## config.mk

```make
export PLATFORM = sky130hd
export DESIGN_NAME = sched_trigger
export DESIGN_NICKNAME = d
export VERILOG_FILES = /design/src/rtl/sched_trigger.sv
export SDC_FILE = /design/constraint.sdc
export NUM_CORES = 1
export LEC_CHECK = 0
export BUFFER_PORTS_ARGS = -buffer_cell sky130_fd_sc_hd__buf_2
export CAP_MARGIN = 25
export CORE_MARGIN = 8
export CORE_UTILIZATION = 37
export CTS_CLUSTER_SIZE = 25
export DETAILED_ROUTE_END_ITERATION = 7
export PLACE_DENSITY = 0.87
export SYNTH_ARGS = -nofsm -noshare
export SYNTH_HDL_FRONTEND = slang
export SYNTH_SLANG_ARGS = --single-unit
```

## constraint.sdc

```tcl
create_clock -name clk -period 2.4 [get_ports clk]
set_input_delay 0.72 -clock clk [delete_from_list [all_inputs] [get_ports clk]]
set_output_delay 0.72 -clock clk [all_outputs]
set_load 0.01 [all_outputs]
```

## src/rtl/sched_trigger.sv

```systemverilog
module sched_trigger #(
  parameter int CT_W  = 32,
  parameter int FT_W  = 16,
  parameter int PER_W = 4
) (
  input  logic             clk,
  input  logic             rst_n,
  input  logic             sec_tick_i,
  input  logic [CT_W-1:0]  coarse_i,
  input  logic [FT_W-1:0]  fine_i,
  input  logic [PER_W-1:0] period_i,
  input  logic [FT_W-1:0]  phase_i,
  input  logic [CT_W-1:0]  start_sec_i,
  input  logic             restart_i,
  input  logic             bypass_i,
  output logic             trig_o
);

  logic             armed, restart_q, hit_q;
  logic [PER_W-1:0] sec_ph, sec_ph_now, ph_last;
  logic             restart_rise, due, hit, fire;

  assign ph_last      = (period_i == '0) ? '0 : period_i - 1'b1;
  assign restart_rise = restart_i && !restart_q;
  assign sec_ph_now   = (armed && sec_tick_i) ? ((sec_ph >= ph_last) ? '0 : sec_ph + 1'b1) : sec_ph;
  assign due          = armed ? (sec_ph_now == '0) : (coarse_i == start_sec_i);
  assign hit          = due && (fine_i == phase_i);
  assign fire         = hit && !hit_q && !restart_rise;

  always_ff @(posedge clk or negedge rst_n) begin
    if (!rst_n) begin
      armed     <= 1'b0;
      restart_q <= 1'b0;
      hit_q     <= 1'b0;
      sec_ph    <= '0;
      trig_o    <= 1'b0;
    end else begin
      restart_q <= restart_i;
      hit_q     <= hit;
      trig_o    <= bypass_i ? sec_tick_i : fire;
      if (restart_rise) begin
        armed  <= 1'b0;
        sec_ph <= '0;
      end else if (fire && !armed) begin
        armed  <= 1'b1;
        sec_ph <= '0;
      end else begin
        sec_ph <= sec_ph_now;
      end
    end
  end

  p_reset_low_r1: assert property (@(posedge clk) !rst_n |-> !trig_o);

  p_quiet_before_start_r2: assert property (@(posedge clk) disable iff (!rst_n)
    $past(rst_n) && $past(!armed) && $past(!bypass_i) && $past(coarse_i < start_sec_i) |-> !trig_o);

  p_first_at_start_r3: assert property (@(posedge clk) disable iff (!rst_n)
    $past(rst_n) && trig_o && $past(!bypass_i) && $past(!armed)
    |-> $past(coarse_i == start_sec_i) && $past(fine_i == phase_i));

  p_phase_range_r4: assert property (@(posedge clk) disable iff (!rst_n)
    $past(rst_n) && $past(!restart_i) && $stable(period_i) |-> sec_ph <= ph_last);

  p_single_pulse_r5: assert property (@(posedge clk) disable iff (!rst_n)
    $past(rst_n) && trig_o && $past(!bypass_i) |=> !trig_o || $past(bypass_i));

  p_bypass_tick_r6: assert property (@(posedge clk) disable iff (!rst_n)
    $past(rst_n) && $past(bypass_i) |-> trig_o == $past(sec_tick_i));

  p_restart_clears_r7: assert property (@(posedge clk) disable iff (!rst_n)
    $past(rst_n) && $rose(restart_i) |=> !armed);

endmodule

```

==> results.sh <==
export IMPL_reg2regPathDepth=7
export IMPL_routedWlPerCell_um=13.6
export IMPL_synthAdderAreaFrac_pct=5.69
export IMPL_fmax_mhz=421
export IMPL_finalWirelength_um=3720
export IMPL_synthTopCellsByArea="xnor2_1, dfrtp_1, nand4_1"
export IMPL_power_frac_seq_pct=27.8
export IMPL_seq_area_frac_synth_pct=18.2
export IMPL_synth_distinct_cells=25
export IMPL_synth_top_family_by_area="XOR/XNOR gates"
export IMPL_grt_pass1_vias=1545
export IMPL_grt_max_degree=9
export IMPL_synth_simple_area_share_pct=24.5
export IMPL_overflow=0
export IMPL_rsz0062_at_grt="yes"
export IMPL_vias_per_cell=5.04
export IMPL_core_area_mm2=0.00278
export IMPL_die_w_um=70.5
export IMPL_reg2reg_to="sec_ph[2]"
export IMPL_combPwrFrac_pct=54.1
export IMPL_relSlewSlack_pct=70.1
export IMPL_grt_pass1_wl_um=6200
export IMPL_layout_commonest_cell="buf_2"
export IMPL_final_period_utilization_pct=98.9
export IMPL_drc_errors=0
export IMPL_synth_nets=239
export IMPL_p_int_uw=384
export IMPL_cts_buffers=3
export IMPL_area_growth_pct=61.7
export IMPL_setup_viol=0
export IMPL_boundaryPins=106
export IMPL_drive_above_1_share_pct=52.3
export IMPL_skew_ns=0.00377
export IMPL_r2r_start="sec_ph[0]"
export IMPL_ys_ff_latch=8
export IMPL_clock_latency_ns=0.25
export IMPL_multi_input_area_um2=923
export IMPL_yosys_area_top_type_share_pct=38.3
export IMPL_outcome="completed"
export IMPL_fin_crit_ns=2.37
export IMPL_cts_hold_buf=0
export IMPL_placed_area_mm2=0.00171
export IMPL_ff_latch_area_um2=200
export IMPL_diodes=0
export IMPL_synth_xor_area_share_pct=39.1
export IMPL_post_route_util_pct=63.9
export IMPL_netlist_area_mm2=0.00110
export IMPL_path_clk_slew_ns=0.06
export IMPL_synth_top_cell_by_area="xnor2_1"
export IMPL_htreeDepth=1
export IMPL_tns_ns=0
export IMPL_nFillCells=248
export IMPL_antenna_found_initial=0
export IMPL_cts_buffer_depth=2
export IMPL_dp_hpwl_um=3390
export IMPL_design_area_mm2=0.00178
export IMPL_drt_initial_drc_count=22
export IMPL_finalWeightedCongestion=0.842
export IMPL_switching_share_pct=33.8
export IMPL_tightestPinTransition_ns=0.444
export IMPL_crit_type="in -> reg"
export IMPL_p_per_area_mw_per_mm2=327
export IMPL_rows=19
export IMPL_grt_usage_pct=14.4
export IMPL_maxSlewViolCount=0
export IMPL_final_cell_mix="buf_2, xnor2_1, nand4_1"
export IMPL_p_leak_uw=0.000811
export IMPL_synth_compound_area_share_pct=11.5
export IMPL_irDropWorstVdd_v=0.000246
export IMPL_path_max_fanout=3
export IMPL_startpoint_type="primary input"
export IMPL_via_count=1382
export IMPL_hold_viol=0
export IMPL_yosys_warnings=0
export IMPL_cts_sinks=8
export IMPL_die_area_mm2=0.00497
export IMPL_place_port_buffers=105
export IMPL_end_kind="register"
export IMPL_fin_nets=355
export IMPL_start_util_pct=39.5
export IMPL_dr_pass1_iters=4
export IMPL_drv_cap=0
export IMPL_cp_required_ns=2.57
export IMPL_avgSynthCellArea_um2=8.52
export IMPL_cts_tree="yes"
export IMPL_hp_class="in -> async"
export IMPL_synth_mux_area_share_pct=0
export IMPL_syn_inst=129
export IMPL_die_h_um=70.5
export IMPL_pwr_share_clk_pct=18.1
export IMPL_antenna_left=0
export IMPL_switchingPower_uw=196
export IMPL_critPathArrivalTime_ns=2.55
export IMPL_cts_root_buf="clkbuf_4"
export IMPL_r2r_setup_slack_ns=0.29
## critical path: stages
cell and delay, ns:
buf_8 0.10, or2_4 0.25, nor2_1 0.11, a21oi_1 0.05, ha_1 0.31, a2111oi_4 0.31, nor3_2 0.09, or4_4 0.42
a211oi_2 0.18
## worst max path at each step
stage                start        end  slack (ns)  cells past startpoint
2_1_floorplan  period_i[1]  sec_ph[2]       -0.14                      8
3_3_place_gp   period_i[1]  sec_ph[2]       -0.25                      9
3_5_place_dp   period_i[1]  sec_ph[2]       -0.36                      9
4_1_cts        period_i[1]  sec_ph[2]       0.003                      9
5_1_grt        period_i[1]  sec_ph[2]       -0.04                      9
6_report       period_i[1]  sec_ph[2]        0.03                      9
## per-stage QoR
| stage | setup slack, ns | hold WS (ns) | power, uW | cells |
|---|---|---|---|---|
| global placement | -0.254 | 0.521 | 458 | 271 |
| floorplan | -0.135 | 0.424 | 323 | 129 |
| finish | 0.0268 | 0.299 | 580 | 274 |
| detailed placement | -0.355 | 0.538 | 468 | 271 |
| global route | -0.0393 | 0.306 | 624 | 274 |
| CTS | 0.00308 | 0.306 | 575 | 274 |
## area by class of cell
cell class / count / area share [%]
Timing Repair Buffer: 111 / 32.7
Clock buffer: 3 / 1.27
Multi-Input combinational cell: 118 / 52.0
Sequential cell: 8 / 11.3
Inverter: 3 / 0.634
Tap cell: 31 / 2.18
## synthesized netlist by cell type
library cell / number
or3_1: 1
o31ai_1: 1
nor4_1: 4
nor2_1: 8
nand4_1: 13
or2_2: 1
nor3_2: 1
dfrtp_1: 8
nand2b_4: 1
or4_4: 1
nor3_1: 7
xor2_1: 1
xnor2_1: 48
inv_1: 3
nor3b_1: 2
nand2_1: 5
nor2b_1: 1
ha_1: 5
nand3_1: 2
a211oi_2: 1
o21ai_0: 2
a31oi_1: 1
a21oi_1: 9
o41ai_1: 2
a2111oi_4: 1
## power by group through the flow
stage	clock, uW	combinational [uW]	sequential, uW
final	105	314	162
after global routing	115	347	162
after CTS	106	308	161
after detailed placement	0	305	163
after global placement	0	295	163
after floorplan	0	164	159
## state kept, by name, indices dropped and copies added, names as in the netlist
register and cells:
hit_q 1, trig_o 1, armed 1, restart_q 1, sec_ph 4
## layer usage
metal	vias up	track usage (%)	routed length, um
met5	-	0	0
met4	0	3.35	39
met3	6	6.50	394
met2	66	27.4	1960
met1	613	13.6	1330
li1	697	-	-
## repair_timing
item	in CTS	in global routing
resized for setup	2	9
hold endpoints to repair	0	0
setup endpoints to repair	1	5
buffers inserted	0	0
pin swaps	0	2
## kinds of logic after synthesis
| kind of cell | after synthesis |
|---|---|
| simple gates | 47 |
| buf+inv | 3 |
| fa+ha+maj | 5 |
| xor+xnor | 49 |
| compound gates | 17 |
| flops | 8 |
Power figures use the tool's default switching activity.
